[src/rtl/jc_pkg.sv]
package jc_pkg;

    localparam int WIDE_W = 48;

    // Clamp a wide signed value to a signed range of w bits.
    function automatic logic signed [WIDE_W-1:0] clamp(input logic signed [WIDE_W-1:0] v,
                                                       input int w);
        logic signed [WIDE_W-1:0] hi;
        logic signed [WIDE_W-1:0] lo;
        hi = (48'sd1 <<< (w - 1)) - 48'sd1;
        lo = -(48'sd1 <<< (w - 1));
        if (v > hi) return hi;
        if (v < lo) return lo;
        return v;
    endfunction

endpackage

[src/rtl/jc_deriv_fir.sv]
module jc_deriv_fir #(
    parameter int DW   = 16,
    parameter int CW   = 12,
    parameter int HALF = 4,
    parameter logic [HALF*CW-1:0] COEFS = {12'(-7), 12'(78), 12'(-410), 12'(1638)}
) (
    input  logic                 clk,
    input  logic                 rst_n,
    input  logic                 in_valid,
    input  logic signed [DW-1:0] in_sample,
    output logic                 out_vb,
    output logic signed [DW-1:0] out_deriv,
    output logic signed [DW-1:0] out_centre
);
    import jc_pkg::*;

    localparam int NT = 2 * HALF + 1;
    localparam int PW = DW + 1 + CW;
    localparam int SW = PW + $clog2(HALF) + 1;

    typedef struct packed {
        logic [NT-1:0][DW-1:0] win;
        logic                  va;
        logic                  vb;
        logic signed [DW-1:0]  deriv;
        logic signed [DW-1:0]  centre;
    } fir_st_t;

    fir_st_t s_q, s_d;

    always_comb begin
        logic signed [SW-1:0]     sum;
        logic signed [DW:0]       dif;
        logic signed [PW-1:0]     prod;
        logic signed [WIDE_W-1:0] t;
        s_d = s_q;
        if (in_valid) s_d.win = {s_q.win[NT-2:0], in_sample};
        s_d.va = in_valid;
        sum = '0;
        for (int i = 1; i <= HALF; i++) begin
            dif  = $signed({s_q.win[HALF-i][DW-1], s_q.win[HALF-i]})
                 - $signed({s_q.win[HALF+i][DW-1], s_q.win[HALF+i]});
            prod = PW'(dif) * PW'($signed(COEFS[(i-1)*CW +: CW]));
            sum  = sum + SW'(prod);
        end
        t = clamp(WIDE_W'(sum >>> (CW - 1)), DW);
        if (s_q.va) begin
            s_d.deriv  = t[DW-1:0];
            s_d.centre = s_q.win[HALF];
        end
        s_d.vb = s_q.va;
    end

    always_ff @(posedge clk or negedge rst_n) begin
        if (!rst_n) s_q <= '0;
        else        s_q <= s_d;
    end

    assign out_vb     = s_q.vb;
    assign out_deriv  = s_q.deriv;
    assign out_centre = s_q.centre;
endmodule

[src/rtl/jc_leaky_lpf.sv]
module jc_leaky_lpf #(
    parameter int DW = 16,
    parameter int K  = 6
) (
    input  logic                 clk,
    input  logic                 rst_n,
    input  logic                 in_valid,
    input  logic signed [DW-1:0] in_jit,
    output logic signed [DW-1:0] acc_o,
    output logic signed [DW-1:0] jsm_o
);
    import jc_pkg::*;

    typedef struct packed {
        logic signed [DW-1:0] acc;
        logic                 va;
        logic signed [DW-1:0] jsm;
    } lpf_st_t;

    lpf_st_t s_q, s_d;

    always_comb begin
        logic signed [DW:0]       diff;
        logic signed [DW:0]       step;
        logic signed [WIDE_W-1:0] t;
        s_d  = s_q;
        diff = $signed({in_jit[DW-1], in_jit}) - $signed({s_q.acc[DW-1], s_q.acc});
        step = diff >>> K;
        t    = clamp(WIDE_W'(s_q.acc) + WIDE_W'(step), DW);
        if (in_valid) s_d.acc = t[DW-1:0];
        s_d.va = in_valid;
        if (s_q.va) s_d.jsm = s_q.acc;
    end

    always_ff @(posedge clk or negedge rst_n) begin
        if (!rst_n) s_q <= '0;
        else        s_q <= s_d;
    end

    assign acc_o = s_q.acc;
    assign jsm_o = s_q.jsm;
endmodule

[src/rtl/jc_correct.sv]
module jc_correct #(
    parameter int DW = 16
) (
    input  logic                 clk,
    input  logic                 rst_n,
    input  logic                 in_vb,
    input  logic signed [DW-1:0] in_deriv,
    input  logic signed [DW-1:0] in_centre,
    input  logic signed [DW-1:0] in_jsm,
    output logic                 out_valid,
    output logic signed [DW-1:0] out_sample
);
    import jc_pkg::*;

    localparam int MW = 2 * DW;

    typedef struct packed {
        logic                 ov;
        logic signed [DW-1:0] os;
    } cor_st_t;

    cor_st_t s_q, s_d;

    always_comb begin
        logic signed [MW-1:0]     prod;
        logic signed [WIDE_W-1:0] t;
        s_d  = s_q;
        prod = MW'(in_jsm) * MW'(in_deriv);
        t    = clamp(WIDE_W'(in_centre) - WIDE_W'(prod >>> (DW - 1)), DW);
        if (in_vb) s_d.os = t[DW-1:0];
        s_d.ov = in_vb;
    end

    always_ff @(posedge clk or negedge rst_n) begin
        if (!rst_n) s_q <= '0;
        else        s_q <= s_d;
    end

    assign out_valid  = s_q.ov;
    assign out_sample = s_q.os;
endmodule

[src/rtl/jitcomp_top.sv]
module jitcomp_top #(
    parameter int DW     = 16,
    parameter int CW     = 12,
    parameter int HALF   = 4,
    parameter int LEAK_K = 6,
    parameter logic [HALF*CW-1:0] COEFS = {12'(-7), 12'(78), 12'(-410), 12'(1638)}
) (
    input  logic                 clk,
    input  logic                 rst_n,
    input  logic                 in_valid,
    input  logic signed [DW-1:0] in_sample,
    input  logic signed [DW-1:0] in_jit,
    output logic                 out_valid,
    output logic signed [DW-1:0] out_sample
);
    logic                 fir_vb;
    logic signed [DW-1:0] fir_deriv;
    logic signed [DW-1:0] fir_centre;
    logic signed [DW-1:0] lpf_acc;
    logic signed [DW-1:0] lpf_jsm;

    jc_deriv_fir #(.DW(DW), .CW(CW), .HALF(HALF), .COEFS(COEFS)) fir_i (
        .clk(clk), .rst_n(rst_n), .in_valid(in_valid), .in_sample(in_sample),
        .out_vb(fir_vb), .out_deriv(fir_deriv), .out_centre(fir_centre)
    );

    jc_leaky_lpf #(.DW(DW), .K(LEAK_K)) lpf_i (
        .clk(clk), .rst_n(rst_n), .in_valid(in_valid), .in_jit(in_jit),
        .acc_o(lpf_acc), .jsm_o(lpf_jsm)
    );

    jc_correct #(.DW(DW)) cor_i (
        .clk(clk), .rst_n(rst_n), .in_vb(fir_vb), .in_deriv(fir_deriv),
        .in_centre(fir_centre), .in_jsm(lpf_jsm),
        .out_valid(out_valid), .out_sample(out_sample)
    );
endmodule

[config.mk]
export PLATFORM = sky130hd
export DESIGN_NAME = jitcomp_top
export DESIGN_NICKNAME = d
export VERILOG_FILES = /design/src/rtl/jc_pkg.sv /design/src/rtl/jc_deriv_fir.sv /design/src/rtl/jc_leaky_lpf.sv /design/src/rtl/jc_correct.sv /design/src/rtl/jitcomp_top.sv
export SDC_FILE = /design/constraint.sdc
export NUM_CORES = 2
export LEC_CHECK = 0
export ABC_AREA = 1
export CORE_MARGIN = 2
export CORE_UTILIZATION = 65
export DETAILED_ROUTE_END_ITERATION = 12
export GPL_ROUTABILITY_DRIVEN = 0
export GPL_TIMING_DRIVEN = 1
export HOLD_SLACK_MARGIN = 0.12
export PLACE_DENSITY = 0.82
export SLEW_MARGIN = 0
export SYNTH_ARGS = -nofsm -noshare
export SYNTH_HDL_FRONTEND = slang
export SYNTH_HIERARCHICAL = 1
export SYNTH_SLANG_ARGS = --single-unit
[constraint.sdc]
create_clock -name clk -period 11.65 [get_ports clk]
set_clock_uncertainty 0.1 [all_clocks]
set_input_delay 2.33 -clock clk [delete_from_list [all_inputs] [get_ports clk]]
set_output_delay 2.33 -clock clk [all_outputs]
set_load 0.02 [all_outputs]
==> impl_metrics.csv <==
group,metric,value,unit
global_route,antenna_found_initial,0,
final_layout,area_growth,4.19,%
clocking,clk_path_buf_depth,3,
setup_path,ff2ff_setup_slack,1180,ps
routing,firstDrtPassIters,6,
worst_hold_path,hold_path.startpoint,"fir_i/s_q[151]",
setup_path,r2r-start,"fir_i/s_q[66]",
routing,drc,0,
worst_hold_path,hp-class,"register to register",
routing,ant_nets,0,
global_route,grt.overflow.total,0,
worst_hold_path,min_path_cells,2,
place,port-buffer-count,51,
floorplanning,die_y,247,um
timing,finalCriticalPeriod,10470,ps
setup_path,reg2reg_depth,45,
global_route,grt_start_max_net_pins,123,
floorplanning,core-area,0.0588,mm2
clocking,cts_made_buffers,26,
routing,via_per_inst,5.43,
run_status,outcome,"finished clean",
clocking,cts_sinks,228,
final_layout,final_area,0.0401,mm2
timing,grt_setup_unrepaired,"no",
floorplanning,io_pins,52,
setup_path,cp-end-kind,"register",
run,maxCapViolCount,0,
setup_path,slowest_stage,"fa_1",
timing,hold_violations,0,
floorplanning,start_util,65.4,%
clocking,cts_tree,"yes",
clocking,clock_latency,550,ps
setup_path,start_kind,"register",
timing,period_share,89.9,%
place,place_area,0.0392,mm2
global_route,grt_pass1_wl,152000,um
global_route,grt_pass1_vias,31300,
timing,max_freq,95.5,MHz
clocking,clk_pin_slew,60,ps
logic_synthesis,yosys_warnings,6,
worst_hold_path,hold_path_end,"fir_i/s_q[167]",
logic_synthesis,syn_nets,5937,
setup_path,critPathArrivalTime,10790,ps
place,dpl.hpwl,76900,um
final_layout,layout_common_cells,"inv_1 (1224), nand2_1 (990), ha_1 (483)",
final_layout,antenna_cells,0,
clocking,cts_root_buf,"clkbuf_16",
timing,setup_tns,0,ps
logic_synthesis,netlist_instances,4942,
setup_path,worstPathRequired,11960,ps
final_layout,mostFrequentLayoutCell,"inv_1",
routing,via_count,30800,
routing,wire_per_inst,16.2,um
setup_path,cpPeakStageDelay,570,ps
setup_path,cp_max_fo,15,
global_route,grt_usage,31.0,%
final_layout,fin_nets,5871,
timing,finalMaxSlewViolations,0,
setup_path,worstSetupPathType,"register to register",
final_layout,drive_gt1_share,4.11,%
logic_synthesis,synth_area,0.0385,mm2
setup_path,timing.rr.end,"fir_i/out_deriv[14]",
timing,setup_violations,0,
timing,slew_headroom,27.6,%
routing,routed_wl,91900,um
floorplanning,die-width,247,um
timing,worst_slew_pin_slew,1070,ps
setup_path,cp_common_cell,"nand2_1",
clocking,htreeDepth,1,
floorplanning,placementRows,89,
logic_synthesis,syn_area_per_cell,7.78,um2
clocking,ctsResizeCount,0,
timing,timing.hold.ws,382,ps
routing,drtIter0Drc,2050,
floorplanning,die_area,0.0611,mm2
clocking,postCtsHoldBufs,0,
clocking,post-cts-setup-buffers,0,
-- flip-flops by register name, summed over array words and instances, names as in the netlist --
register,count
fir_i/out_deriv,16
fir_i/out_vb,1
lpf_i/acc_o,16
cor_i/out_sample,16
fir_i/s_d,1
cor_i/out_valid,1
lpf_i/jsm_o,16
lpf_i/s_q,1
fir_i/out_centre,16
fir_i/s_q,144
-- per-stage QoR --
step                util (%)  cells  worst slack (ps)
floorplan                  -   4942              2400
CTS                     68.2   5669              1380
finish                  68.2   5669              1180
detailed placement      66.6   5621              1400
global route            68.2   5669               492
global placement        66.6   5621              1690
-- worst max path at each step --
stage | from | to | slack (ps) | cells after the start
after CTS | fir_i/s_q[66] | fir_i/out_deriv[2] | 1380 | 45
after floorplan | fir_i/s_q[66] | fir_i/out_deriv[10] | 2400 | 48
after global routing | fir_i/s_q[66] | fir_i/out_deriv[0] | 490 | 45
after global placement | fir_i/s_q[66] | fir_i/out_deriv[0] | 1690 | 46
after detailed placement | fir_i/s_q[66] | fir_i/out_deriv[2] | 1400 | 45
final | fir_i/s_q[66] | fir_i/out_deriv[14] | 1180 | 45
-- layer usage --
layer  GRT usage [%]  vias up  part of all wire (%)
li1                -    14800                     -
met1            37.6    14800                    40
met2            55.8      914                    50
met3            3.72      257                   5.3
met4            12.8        0                   4.3
met5               0        -                     0
-- cell type report --
| cell class | instances | area [um2] |
|---|---|---|
| clock inverters | 14 | 200 |
| repair buffers | 58 | 572 |
| well taps | 773 | 967 |
| fillers | 4728 | 18700 |
| flip-flops and latches | 228 | 5710 |
| inverters | 1235 | 4640 |
| clock buffers | 34 | 701 |
| multi-input cells | 3327 | 27300 |
-- worst max-delay path: cells and delay by family, from the launching register on --
family	cells	cell delay [ps]
XOR/XNOR	1	380
AO/OA/AOI/OAI	5	1060
buffers and inverters	6	470
adder cells (fa/ha/maj)	13	5240
flip-flops	1	380
AND/OR/NAND/NOR	20	2710
Power is not shown: default switching activity piles up to over one toggle a cycle in this logic, so the estimate is an artifact.
